--- src/rtl/vat_pkg.sv ---
package vat_pkg;

   typedef enum logic [2:0] {
      AREA_LOW   = 3'd0,
      AREA_DIR0  = 3'd1,
      AREA_DIR1  = 3'd2,
      AREA_HIGH  = 3'd3,
      AREA_CTRL  = 3'd4
   } area_t;

   localparam int MIN_OFF = 10;

   // extra offset bits beyond the 1 KB minimum, per size code
   function automatic int page_extra(input logic [1:0] sz);
      case (sz)
         2'b00:   return 0;
         2'b01:   return 2;
         2'b10:   return 6;
         default: return 10;
      endcase
   endfunction

endpackage

--- src/rtl/vat_area.sv ---
module vat_area
   import vat_pkg::*;
#(
   parameter int VA_W = 32
) (
   input  logic [VA_W-1:0] va,
   input  logic            user,
   input  logic            sq_lock,
   input  logic            ocram_en,
   input  logic            xlat_en,
   output area_t           area,
   output logic            addr_err,
   output logic            need_xlat
);

   generate
      if (VA_W != 32) begin : g_bad_va
         $error("vat_area: region decode assumes VA_W == 32");
      end
   endgenerate

   logic in_sq, in_oc, user_ok;

   always_comb begin
      case (va[VA_W-1 -: 3])
         3'b100:  area = AREA_DIR0;
         3'b101:  area = AREA_DIR1;
         3'b110:  area = AREA_HIGH;
         3'b111:  area = AREA_CTRL;
         default: area = AREA_LOW;
      endcase
      in_sq     = (va[VA_W-1 -: 6] == 6'b111000);
      in_oc     = (va[VA_W-1 -: 8] == 8'hE5);
      user_ok   = (area == AREA_LOW) | (in_sq & ~sq_lock) | (in_oc & ocram_en);
      addr_err  = user & ~user_ok;
      need_xlat = xlat_en & ((area == AREA_LOW) | (area == AREA_HIGH));
   end

   // privileged mode never faults
   always_comb begin
      if (!user) a_r3_priv_no_err : assert (!addr_err);
   end

endmodule

--- src/rtl/vat_tlb.sv ---
module vat_tlb
   import vat_pkg::*;
#(
   parameter int VA_W    = 32,
   parameter int PA_W    = 29,
   parameter int ASID_W  = 8,
   parameter int ENTRIES = 8,
   localparam int IDX_W  = (ENTRIES > 1) ? $clog2(ENTRIES) : 1,
   localparam int VPN_W  = VA_W - MIN_OFF,
   localparam int PPN_W  = PA_W - MIN_OFF
) (
   input  logic              clk,
   input  logic              rst_n,
   input  logic              wr_en,
   input  logic [IDX_W-1:0]  wr_idx,
   input  logic              wr_valid,
   input  logic              wr_shared,
   input  logic [1:0]        wr_size,
   input  logic [VPN_W-1:0]  wr_vpn,
   input  logic [ASID_W-1:0] wr_asid,
   input  logic [PPN_W-1:0]  wr_ppn,
   input  logic [VA_W-1:0]   lk_va,
   input  logic [ASID_W-1:0] lk_asid,
   output logic              lk_hit,
   output logic              lk_multi,
   output logic [PA_W-1:0]   lk_pa
);

   generate
      if (PA_W <= MIN_OFF + 10 || PA_W > VA_W) begin : g_bad_pa
         $error("vat_tlb: PA_W must exceed the largest page offset and not exceed VA_W");
      end
      if (ENTRIES < 2) begin : g_bad_n
         $error("vat_tlb: ENTRIES must be at least 2");
      end
   endgenerate

   logic              e_vld [ENTRIES];
   logic              e_shr [ENTRIES];
   logic [1:0]        e_sz  [ENTRIES];
   logic [VPN_W-1:0]  e_vpn [ENTRIES];
   logic [ASID_W-1:0] e_asid[ENTRIES];
   logic [PPN_W-1:0]  e_ppn [ENTRIES];
   logic [ENTRIES-1:0] hit_vec;
   logic [PA_W-1:0]    ent_pa [ENTRIES];

   for (genvar i = 0; i < ENTRIES; i++) begin : g_ent
      logic [VPN_W-1:0] cmp_mask;
      logic [PA_W-1:0]  off_mask;

      always_ff @(posedge clk) begin
         if (!rst_n) begin
            e_vld[i]  <= 1'b0;
            e_shr[i]  <= 1'b0;
            e_sz[i]   <= 2'b00;
            e_vpn[i]  <= '0;
            e_asid[i] <= '0;
            e_ppn[i]  <= '0;
         end else if (wr_en && wr_idx == IDX_W'(i)) begin
            e_vld[i]  <= wr_valid;
            e_shr[i]  <= wr_shared;
            e_sz[i]   <= wr_size;
            e_vpn[i]  <= wr_vpn;
            e_asid[i] <= wr_asid;
            e_ppn[i]  <= wr_ppn;
         end
      end

      always_comb begin
         cmp_mask   = ~((VPN_W'(1) << page_extra(e_sz[i])) - VPN_W'(1));
         off_mask   = (PA_W'(1) << (MIN_OFF + page_extra(e_sz[i]))) - PA_W'(1);
         hit_vec[i] = e_vld[i]
                    & (e_shr[i] | (e_asid[i] == lk_asid))
                    & (((lk_va[VA_W-1:MIN_OFF] ^ e_vpn[i]) & cmp_mask) == '0);
         ent_pa[i]  = ({e_ppn[i], {MIN_OFF{1'b0}}} & ~off_mask)
                    | (lk_va[PA_W-1:0] & off_mask);
      end
   end

   always_comb begin
      lk_pa = '0;
      for (int i = 0; i < ENTRIES; i++) begin
         if (hit_vec[i]) lk_pa = lk_pa | ent_pa[i];
      end
      lk_hit   = |hit_vec;
      lk_multi = ($countones(hit_vec) > 1);
   end

endmodule

--- src/rtl/vat_xlate.sv ---
module vat_xlate
   import vat_pkg::*;
#(
   parameter int VA_W    = 32,
   parameter int PA_W    = 29,
   parameter int ASID_W  = 8,
   parameter int ENTRIES = 8,
   localparam int IDX_W  = (ENTRIES > 1) ? $clog2(ENTRIES) : 1,
   localparam int VPN_W  = VA_W - MIN_OFF,
   localparam int PPN_W  = PA_W - MIN_OFF
) (
   input  logic              clk,
   input  logic              rst_n,
   input  logic              req_valid,
   input  logic [VA_W-1:0]   req_va,
   input  logic              req_user,
   input  logic [ASID_W-1:0] req_asid,
   input  logic              req_xlat_en,
   input  logic              req_sq_lock,
   input  logic              req_ocram_en,
   input  logic              wr_en,
   input  logic [IDX_W-1:0]  wr_idx,
   input  logic              wr_valid,
   input  logic              wr_shared,
   input  logic [1:0]        wr_size,
   input  logic [VPN_W-1:0]  wr_vpn,
   input  logic [ASID_W-1:0] wr_asid,
   input  logic [PPN_W-1:0]  wr_ppn,
   output logic              rsp_valid,
   output logic [PA_W-1:0]   rsp_pa,
   output logic              rsp_addr_err,
   output logic              rsp_miss,
   output logic              rsp_multi
);

   area_t           area;
   logic            dec_err, dec_xlat;
   logic            t_hit, t_multi;
   logic [PA_W-1:0] t_pa;
   logic [PA_W-1:0] nx_pa;
   logic            nx_err, nx_miss, nx_multi;

   vat_area #(.VA_W(VA_W)) u_area (
      .va(req_va), .user(req_user), .sq_lock(req_sq_lock),
      .ocram_en(req_ocram_en), .xlat_en(req_xlat_en),
      .area(area), .addr_err(dec_err), .need_xlat(dec_xlat)
   );

   vat_tlb #(.VA_W(VA_W), .PA_W(PA_W), .ASID_W(ASID_W), .ENTRIES(ENTRIES)) u_tlb (
      .clk(clk), .rst_n(rst_n),
      .wr_en(wr_en), .wr_idx(wr_idx), .wr_valid(wr_valid), .wr_shared(wr_shared),
      .wr_size(wr_size), .wr_vpn(wr_vpn), .wr_asid(wr_asid), .wr_ppn(wr_ppn),
      .lk_va(req_va), .lk_asid(req_asid),
      .lk_hit(t_hit), .lk_multi(t_multi), .lk_pa(t_pa)
   );

   always_comb begin
      nx_err   = 1'b0;
      nx_miss  = 1'b0;
      nx_multi = 1'b0;
      nx_pa    = '0;
      if (dec_err) begin
         nx_err = 1'b1;
      end else if (dec_xlat) begin
         nx_miss  = ~t_hit;
         nx_multi = t_multi;
         if (t_hit && !t_multi) nx_pa = t_pa;
      end else begin
         nx_pa = req_va[PA_W-1:0];
      end
   end

   always_ff @(posedge clk) begin
      if (!rst_n) begin
         rsp_valid    <= 1'b0;
         rsp_pa       <= '0;
         rsp_addr_err <= 1'b0;
         rsp_miss     <= 1'b0;
         rsp_multi    <= 1'b0;
      end else begin
         rsp_valid <= req_valid;
         if (req_valid) begin
            rsp_pa       <= nx_pa;
            rsp_addr_err <= nx_err;
            rsp_miss     <= nx_miss;
            rsp_multi    <= nx_multi;
         end
      end
   end

   // response strobe follows the request strobe by one cycle
   a_r2_rsp_follows : assert property (@(posedge clk) disable iff (!rst_n)
      req_valid |=> rsp_valid);
   a_r2_no_spurious : assert property (@(posedge clk) disable iff (!rst_n)
      !req_valid |=> !rsp_valid);
   // user access to the direct regions faults
   a_r4_user_dir_err : assert property (@(posedge clk) disable iff (!rst_n)
      (req_valid && req_user && (req_va[VA_W-1 -: 2] == 2'b10)) |=> rsp_addr_err);
   // error result carries no address and no TLB flag
   a_r4_err_clean : assert property (@(posedge clk) disable iff (!rst_n)
      (rsp_valid && rsp_addr_err) |-> (!rsp_miss && !rsp_multi && rsp_pa == '0));
   // with translation off, privileged address passes through
   a_r7_bypass : assert property (@(posedge clk) disable iff (!rst_n)
      (req_valid && !req_user && !req_xlat_en) |=> (rsp_pa == $past(req_va[PA_W-1:0])));
   // multiple hit is never also a miss
   a_r12_multi_not_miss : assert property (@(posedge clk) disable iff (!rst_n)
      rsp_multi |-> !rsp_miss);

endmodule

--- config.mk ---
export PLATFORM = sky130hd
export DESIGN_NAME = vat_xlate
export DESIGN_NICKNAME = d
export VERILOG_FILES = /design/src/rtl/vat_pkg.sv /design/src/rtl/vat_area.sv /design/src/rtl/vat_tlb.sv /design/src/rtl/vat_xlate.sv
export SDC_FILE = /design/constraint.sdc
export NUM_CORES = 1
export LEC_CHECK = 0
export BUFFER_PORTS_ARGS = -buffer_cell sky130_fd_sc_hd__buf_2
export CAP_MARGIN = 20
export CORE_MARGIN = 4
export CORE_UTILIZATION = 60
export DETAILED_ROUTE_END_ITERATION = 16
export PLACE_DENSITY_LB_ADDON = 0.08
export SLEW_MARGIN = 10
export SYNTH_ARGS = -nofsm -noshare
export SYNTH_HDL_FRONTEND = slang
export SYNTH_HIERARCHICAL = 1
export SYNTH_SLANG_ARGS = --single-unit
--- constraint.sdc ---
create_clock -name clk -period 7.8 [get_ports clk]
set_clock_uncertainty 0.05 [all_clocks]
set_input_delay 1.56 -clock clk [delete_from_list [all_inputs] [get_ports clk]]
set_output_delay 1.56 -clock clk [all_outputs]
set_load 0.005 [all_outputs]
# Yosys cells after proc, flatten, opt, wreduce, memory -nomap -nowiden
# Memory sizes are Yosys's and may differ from the RTL's.
# Index checks and enable logic that the tools add are counted.
[totals]
ff_bits = 33
ramBits = 424
input_bits = 104
output_inout_bits = 33
wordCells = 369
n_memories = 6
[mem_list]
columns = ["name", "words", "width", "read_ports", "rd_ports_with_merged_regs", "wr", "line_no", "rtl"]
rows = [
  ["u_tlb.e_vpn", 8, 22, 8, 0, 8, "vat_tlb.sv:41", "logic [VPN_W-1:0] e_vpn [ENTRIES];"],
  ["u_tlb.e_ppn", 8, 19, 8, 0, 8, "vat_tlb.sv:43", "logic [PPN_W-1:0] e_ppn [ENTRIES];"],
  ["u_tlb.e_asid", 8, 8, 8, 0, 8, "vat_tlb.sv:42", "logic [ASID_W-1:0] e_asid[ENTRIES];"],
  ["u_tlb.e_sz", 8, 2, 8, 0, 8, "vat_tlb.sv:40", "logic [1:0] e_sz [ENTRIES];"],
  ["u_tlb.e_shr", 8, 1, 8, 0, 8, "vat_tlb.sv:39", "logic e_shr [ENTRIES];"],
  ["u_tlb.e_vld", 8, 1, 8, 0, 8, "vat_tlb.sv:38", "logic e_vld [ENTRIES];"],
]
[op_classes]
addsub = 31
magnitude_cmp = 1
eq_ne = 38
shifts = 16
n_mux = 98
n_bitwise = 145
n_reduce_logical = 29
[ops]
columns = ["op", "n"]
rows = [
  ["29-bit AND", 16],
  ["29-bit bitwise OR", 15],
  ["29-bit two-way mux", 11],
  ["1-bit by 32-bit left shift with 29-bit output, first input constant", 8],
  ["29-bit NOT", 8],
  ["29-bit by 2-bit subtractor with 29-bit output, second input constant", 8],
  ["22-bit AND", 8],
  ["22-bit logical NOT", 8],
  ["22-bit two-way mux", 8],
  ["22-bit NOT", 8],
  ["1-bit by 4-bit left shift with 22-bit output, first input constant", 8],
  ["22-bit by 2-bit subtractor with 22-bit output, second input constant", 8],
  ["22-bit bitwise XOR", 8],
  ["19-bit two-way mux", 8],
  ["32-bit adder", 3],
  ["4-bit one-hot mux with 3 select lines", 8],
  ["8-bit == test", 8],
  ["8-bit two-way mux", 8],
  ["1-bit bitwise OR", 59],
  ["1-bit two-way mux", 46],
  ["4-bit by 4-bit adder with 5-bit output, first input constant", 8],
  ["32-bit by 2-bit greater-than comparator with 1-bit output, second input constant", 1],
  ["3-bit == test, second input constant", 8],
  ["1-bit AND", 20],
  ["other kinds (15)", 59],
]

# Logic depth before layout (Yosys ltp)
# Gate-level depths: netlist (run 1).
# An unclocked memory read counts as a cell.
[logic_depth]
depth_word = 27
mapped_depth = 25
ltp_nobuf = 21

# By module
# The synthesis (run 1) kept the hierarchy.
[by_module_without_submodules]
columns = ["module", "n_inst", "cells_per_inst", "area_each_um2", "seq_area_each_um2"]
rows = [
  ["vat_tlb", 1, 1823, 23005.8, 12712.2],
  ["vat_xlate", 1, 211, 1803.0, 660.6],
  ["vat_area", 1, 12, 77.6, 0.0],
]

# Worst setup path after synthesis (run 1)
# OpenSTA, ideal clock, no wires.
[synth_timing]
path_type = "input -> register"
startpoint = "in req_va[30]"
endpoint = "reg rsp_pa[12]"
setup_ns = 0.070
arrival_time_ns = 6.385
required_time_ns = 7.680
path_slack_ns = 1.295
stages = 23
cell_sequence = "buf_2 xnor2_1 nand4_1 or4_1 nor4_4 buf_2 fa_1 inv_1 fa_1 fa_1 inv_1 ha_1 inv_1 fa_1 nor2_1 nand2_1 a21oi_1 o21ai_0 nand2b_4 buf_6 buf_6 or3_1 a21boi_1"
[synth_rtl]
columns = ["item", "line_no", "rtl"]
rows = [
  ["start, declared", "vat_xlate.sv:15", "input logic [VA_W-1:0] req_va,"],
  ["22-bit bitwise XOR", "vat_tlb.sv:74", "& (((lk_va[VA_W-1:MIN_OFF] ^ e_vpn[i]) & cmp_mask) == '0);"],
  ["22-bit AND", "vat_tlb.sv:74", ""],
  ["22-bit logical NOT", "vat_tlb.sv:74", ""],
  ["1-bit AND", "vat_tlb.sv:74", ""],
  ["1-bit by 1-bit adder with 2-bit output (implied by the code)", "vat_tlb.sv:86", "lk_multi = ($countones(hit_vec) > 1);"],
  ["32-bit adder (implied by the code)", "vat_tlb.sv:86", ""],
  ["32-bit adder (implied by the code) *", "vat_tlb.sv:86", ""],
  ["32-bit by 2-bit greater-than comparator with 1-bit output *", "vat_tlb.sv:86", ""],
  ["net t_multi", "vat_xlate.sv:38", "logic t_hit, t_multi;"],
  ["1-bit logical NOT *", "vat_xlate.sv:67", "if (t_hit && !t_multi) nx_pa = t_pa;"],
  ["1-bit logical AND *", "vat_xlate.sv:67", ""],
  ["29-bit two-way mux *", "vat_xlate.sv:67", ""],
  ["29-bit two-way mux *", "vat_xlate.sv:64", "end else if (dec_xlat) begin"],
  ["29-bit two-way mux *", "vat_xlate.sv:62", "if (dec_err) begin"],
  ["end signal, assigned", "vat_xlate.sv:83", "rsp_pa <= nx_pa;"],
  ["end, declared", "vat_xlate.sv:30", "output logic [PA_W-1:0] rsp_pa,"],
]
# Mark *: on every way through the listed nets, which the timed path passes. The rest lies on a longest branch.
# A chain may end at the register's enable or synchronous reset.

# Worst setup path in the final report (run 1)
[layout_timing]
startpoint = "in req_va[31]"
endpoint = "reg rsp_pa[8]"
# Same word-level chain as after synthesis.

==> results.md, run 1 <==
- Global placer's final weighted congestion: 1.00
- CTS Sinks: between 400 and 500
- Setup slack, reg-to-reg: 1.74 ns
- Final Hold Vio Count: 0
- Tightest Hold Check Type: flop to flop
- Max Cap Viol: 0
- CP Max Fanout: 29
- Slowest cell on the critical path: nor4_1
- Drt first pass iters: 6
- Post-DP HPWL: approximately 51000 µm
- Slew @ Worst Pin: ~1.0 ns
- Chip height: roughly 210 µm
- Drt total wl: 76800 µm
- Hold path depth: 1
- Post-route ant nets: 0
- Clock tree from TritonCTS: built
- FMAX: roughly 160 MHz
- Worst R2R End: rsp_pa[8]
- Vias per cell: 6.22
- Gr usage total: between 30% and 40%
- CTS H-tree depth: 2
- Pwr Density: approximately 210 nW/µm²
- Syn. warnings: 6
- Unrepaired setup endpoints after global routing: no
- Die ar.: roughly 45000 µm²
- PortBufs: around 140
- Total CTS buffers: 48
- Total gr overflow: 0
- Clock Tree Root: clkbuf_16
- Max VDD drop: 199 µV
- Crit-path cells: buf_2 > xor2_1 > nor4_1 > o2111ai_1 > nor4_4 > fa_1 > inv_1 > fa_1 > fa_1 > inv_1 > ha_1 > inv_1 > fa_1 > nor2_1 > nand2_1 > a21oi_1 > o21ai_0 > nand2b_4 > or3_1 > a21boi_1
- Fin crit share: about four fifths
- Core ar.: ~40000 µm²
- Syn Area/Cell: 12.2 µm²
- HP Start: u_tlb/e_shr[1][0]
- Layout cells sized above 1: roughly 18%
- Horiz. Die Dim: about 210 µm
- CTS max path bufs: 3
- First-pass GRT wire length: 112000 µm
- Setup bufs post-CTS: 0
- Endpoints failing setup: 0
- Crit Path Class: input pin to flop
- Most frequent CP cell: fa_1
- Crit end category: flop
- Area growth from synthesis to layout: 11.0%
- CP required: about 8.3 ns
- Initial antenna violation count: 5
- Largest net degree at the start of global routing: 54
- Setup_tns: 0 ns
- Number of nets in the final layout: between 2000 and 2500
- Initial Util: 60.8%
- Core Util, Final: about two thirds
- WHS Endpoint: u_tlb/e_shr[1][0]
- Slew HR: between 30% and 40%
- Wirelength per Cell: ~28 µm
- Max incr delay on CP: around 0.55 ns
- Io pins: approximately 140
- R2R Path Start: u_tlb/e_sz[0][3]
- Routed vias: around 17000
- Max Transition Viols Final: 0
- DRC violations left: 0
- Status: finished, final reports clean
- Row count: 74
- WP data arrival: between 6 and 7 ns
- Vias in the first global route: between 15000 and 20000
- Reg clk slew, reported paths: ~0.060 ns
- Startpoint types: input pin
- Reg2reg path depth: 19
- Initial DRC Count: ~2100
- Synth Cell Area: 24900 µm²
- Hold buffer count at CTS: 0
- Post-layout min period: about 6.3 ns
- Latest clock arrival within the worst-skew pair: slightly below 0.6 ns
- Mapped Cells: 2043
- Post_cts resized: 0
- Lkg Pwr: between 0.01 and 0.015 µW
critical path, delay by kind of cell:
family	cells	cell delay, ns
fa+ha+maj	5	1.90
simple gates	6	1.89
compound gates	4	0.70
buf+inv	4	0.51
xor+xnor	1	0.17
power by group:
part	internal, µW	switching, µW	total [µW]
clock	1360	973	2330
sequential	2840	70.2	2910
combinational	249	446	696
through the flow:
stage / worst slack [ns] / hold slack (ns) / cells / area [µm²] / power (µW)
finish: 1.51 / 0.442 / 2721 / 27600 / 5930
global route: 1.24 / 0.476 / 2721 / 27600 / 6100
CTS: 1.56 / 0.441 / 2718 / 27600 / 5950
detailed placement: 1.02 / 0.426 / 2628 / 26000 / 3640
global placement: 1.05 / 0.417 / 2628 / 26000 / 3620
floorplan: 1.30 / 0.399 / 2047 / 24900 / 3370
state kept, by name (all words and copies together), names as in the netlist:
register,count
rsp_addr_err,1
rsp_miss,1
rsp_multi,1
rsp_pa,29
rsp_valid,1
u_tlb/e_asid,64
u_tlb/e_ppn,152
u_tlb/e_shr,8
u_tlb/e_sz,16
u_tlb/e_vld,8
u_tlb/e_vpn,176
how the worst max path moves through the flow:
stage	startpoint	to	slack [ns]	depth (start not counted)
floorplan	req_va[30]	rsp_pa[12]	1.30	23
global placement	req_va[31]	rsp_pa[14]	1.05	20
finish	req_va[31]	rsp_pa[8]	1.51	20
CTS	req_va[26]	rsp_pa[8]	1.56	20
detailed placement	req_va[26]	rsp_pa[12]	1.02	20
global route	req_va[24]	rsp_pa[8]	1.24	22
area by class of cell:
cell class	count	area (µm²)
flip-flops and latches	457	13400
fillers	3020	13300
multi-input cells	1413	10800
clock buffers	62	1270
repair buffers	175	980
well taps	532	666
clock inverters	28	307
inverters	52	198
diodes	2	5.00
routing by layer:
metal	track usage, %	wire, µm	vias up	part of all wire, %
met5	0	0	-	0
met4	15.5	3680	0	4.8
met3	5.01	6890	177	9.0
met2	55.0	36200	904	47
met1	45.7	30000	8375	39
li1	-	-	7460	-
placed cells by master, fill, tap and decap left out, drive strengths merged, types with 53 or more instances in the layout:
master / count
xnor2: 154
inv: 53
xor2: 92
buf: 174
and2: 426
mux2: 77
clkbuf: 63
ha: 68
nand2: 87
edfxtp: 422
Power figures use the tool's default switching activity.
==> run 2, diff against run 1 <==
==> constraint.sdc (replaced) <==
create_clock -name clk -period 6.26 [get_ports clk]
set_clock_uncertainty 0.05 [all_clocks]
set_input_delay 1.252 -clock clk [delete_from_list [all_inputs] [get_ports clk]]
set_output_delay 1.252 -clock clk [all_outputs]
set_load 0.005 [all_outputs]
==> run 2 against run 1 <==
  * Worst setup slack got worse by 0.95 ns
  * Critical path depth grew 1
  * Power up 24%
  * First-iteration DRC count down 7.4%
  * Final area up 1.6%
  * Register-to-register slack got worse by 1.2 ns
  * Largest cell class unchanged
==> results.md, run 2 (synthesized netlist as in run 1, its figures left out) <==
- Status: finished, final reports clean
- Slew HR: 20.8%
- Io pins: 137
- Worst path bufs/invs: 4
- HP Start: u_tlb/e_shr[1][0]
- Reg clk slew, reported paths: approximately 0.06 ns
- Startpoint types: flop
- DP Worst Slack: -0.00318 ns
- Final Hold Vio Count: 0
- Wirelength per Cell: 28.1 µm
- Total CTS buffers: 49
- Horiz. Die Dim: around 210 µm
- Reg2reg path depth: 21
- CTS max path bufs: 3
- Core ar.: between 40000 and 50000 µm²
- Hold path depth: 1
- Clock tree from TritonCTS: built
- Initial antenna violation count: 3
- Max Transition Viols Final: 0
- Gr usage total: roughly a third
- Critical path origin: u_tlb/e_sz[0][6]
- Fin crit share: around nine tenths
- Non-Filler Instances: around 2800
- Drt first pass iters: 7
- Clock power frac: a little under two fifths
- Total gr overflow: 0
- Regs by FF count: u_tlb/e_vpn: 176 flops, u_tlb/e_ppn: 152 flops, u_tlb/e_asid: 64 flops
- Global placer's final weighted congestion: ~1.0
- Post-DP HPWL: around 53000 µm
- R2R Path Start: u_tlb/e_sz[0][6]
- Largest net degree at the start of global routing: 54
- Commonest non-fill, non-tap cell in the layout: and2_1
- Max reg flops: about 180
- Initial DRC Count: a little under 2000
- DRC violations left: 0
- Cell depth of the worst setup path: 21
- Initial Util: slightly above 60%
- Unrepaired setup endpoints after global routing: no
- CTS H-tree depth: 2
- Slowest cell on the critical path: fa_1
- Most frequent cells in the layout: and2_1 (426), edfxtp_1 (422), xnor2_1 (149)
- Pwr Density: about 260 nW/µm²
- Sw frac: roughly a quarter
- Crit-path cells: inv_1 > ha_1 > nor2b_1 > o22ai_1 > nand3_1 > nor4bb_4 > fa_1 > inv_1 > fa_1 > fa_1 > inv_1 > ha_1 > inv_1 > fa_1 > nor2_1 > nand2_1 > a21oi_1 > o21ai_0 > nand2b_4 > or3_1 > a21boi_1
- CP required: between 6 and 7 ns
- Fin worst setup slack: between 0.5 and 0.6 ns
- Die ar.: around 45000 µm²
- Setup_tns: 0 ns
- Area occupied by multi-input gates: about 11000 µm²
- PortBufs: around 140
- Post-layout min period: between 5 and 6 ns
- WP data arrival: about 6.2 ns
- DP Cell Count: 2694
- Max VDD drop: around 230 µV
- Latest clock arrival within the worst-skew pair: 0.60 ns
- Tightest Hold Check Type: flop to flop
- Inserted Diodes: 0
- Critical path's top delay family: adder cells
- FMAX: around 180 MHz
- Vias in the first global route: ~17000
- Setup bufs post-CTS: 0
- Overall power: about 7400 µW
- Setup slack, reg-to-reg: ~0.56 ns
- Slew @ Worst Pin: roughly 1.2 ns
- Routed vias: roughly 17000
- Lkg Pwr: ~0.010 µW
- Crit end category: flop
- Switching pwr: 1860 µW
- Vias per cell: around 6.2
- Clock Tree Root: clkbuf_16
- Crit Path Class: flop to flop
- CTS Sinks: between 400 and 500
- Hold buffer count at CTS: 0
- Part of the power in combinational logic: between 10% and 20%
- Drt total wl: ~78000 µm
- Hold WS: between 0.4 and 0.5 ns
- Internal power: about 5500 µW
- Chip height: about 210 µm
- Fillers: ~3000
- First-pass GRT wire length: around 110000 µm
- Max Cap Viol: 0
- Endpoints failing setup: 0
- Number of nets in the final layout: 2389
- Max incr delay on CP: slightly above 0.5 ns
- Row count: 74
- CP Max Fanout: 29
- Reg power frac: roughly half
- Layout cells sized above 1: 20.0%
- Post-route ant nets: 0
- Post_cts resized: 0
- Sequential cell area: roughly 13000 µm²
- Most flop-heavy register: u_tlb/e_vpn
- Area growth from synthesis to layout: 12.8%
run 2: layout make-up:
class                   instances  share of cell area (%)
clock buffers                  64                    4.57
clock inverters                26                   0.919
inverters                      52                   0.705
multi-input cells            1413                    38.5
flip-flops and latches        457                    47.7
well taps                     532                    2.37
repair buffers                240                    5.21
run 2: layer usage:
metal / wire length, µm / vias up / GRT usage (%)
li1: - / 7594 / -
met1: 30100 / 8507 / 46.8
met2: 36900 / 966 / 56.0
met3: 7650 / 162 / 5.54
met4: 3480 / 2 / 14.6
met5: 8 / - / 0
run 2: stage by stage:
stage,util [%],instance area (µm²)
6_report,68.5,28000
3_5_place_dp,64.8,26500
5_1_grt,68.5,28000
2_1_floorplan,-,24900
4_1_cts,68.5,28000
3_3_place_gp,64.8,26500
run 2: path summary, 6_finish.rpt:
path                                          end
worst max-delay path                   rsp_pa[18]
worst min register to register  u_tlb/e_shr[1][0]
worst max register to register         rsp_pa[18]
worst min-delay path            u_tlb/e_shr[1][0]
run 2: power groups by stage:
stage	registers (µW)	logic, µW	clock network (µW)
CTS	3620	894	2850
finish	3620	907	2820
floorplan	3680	525	0
global route	3640	955	2980
detailed placement	3690	887	0
global placement	3680	876	0
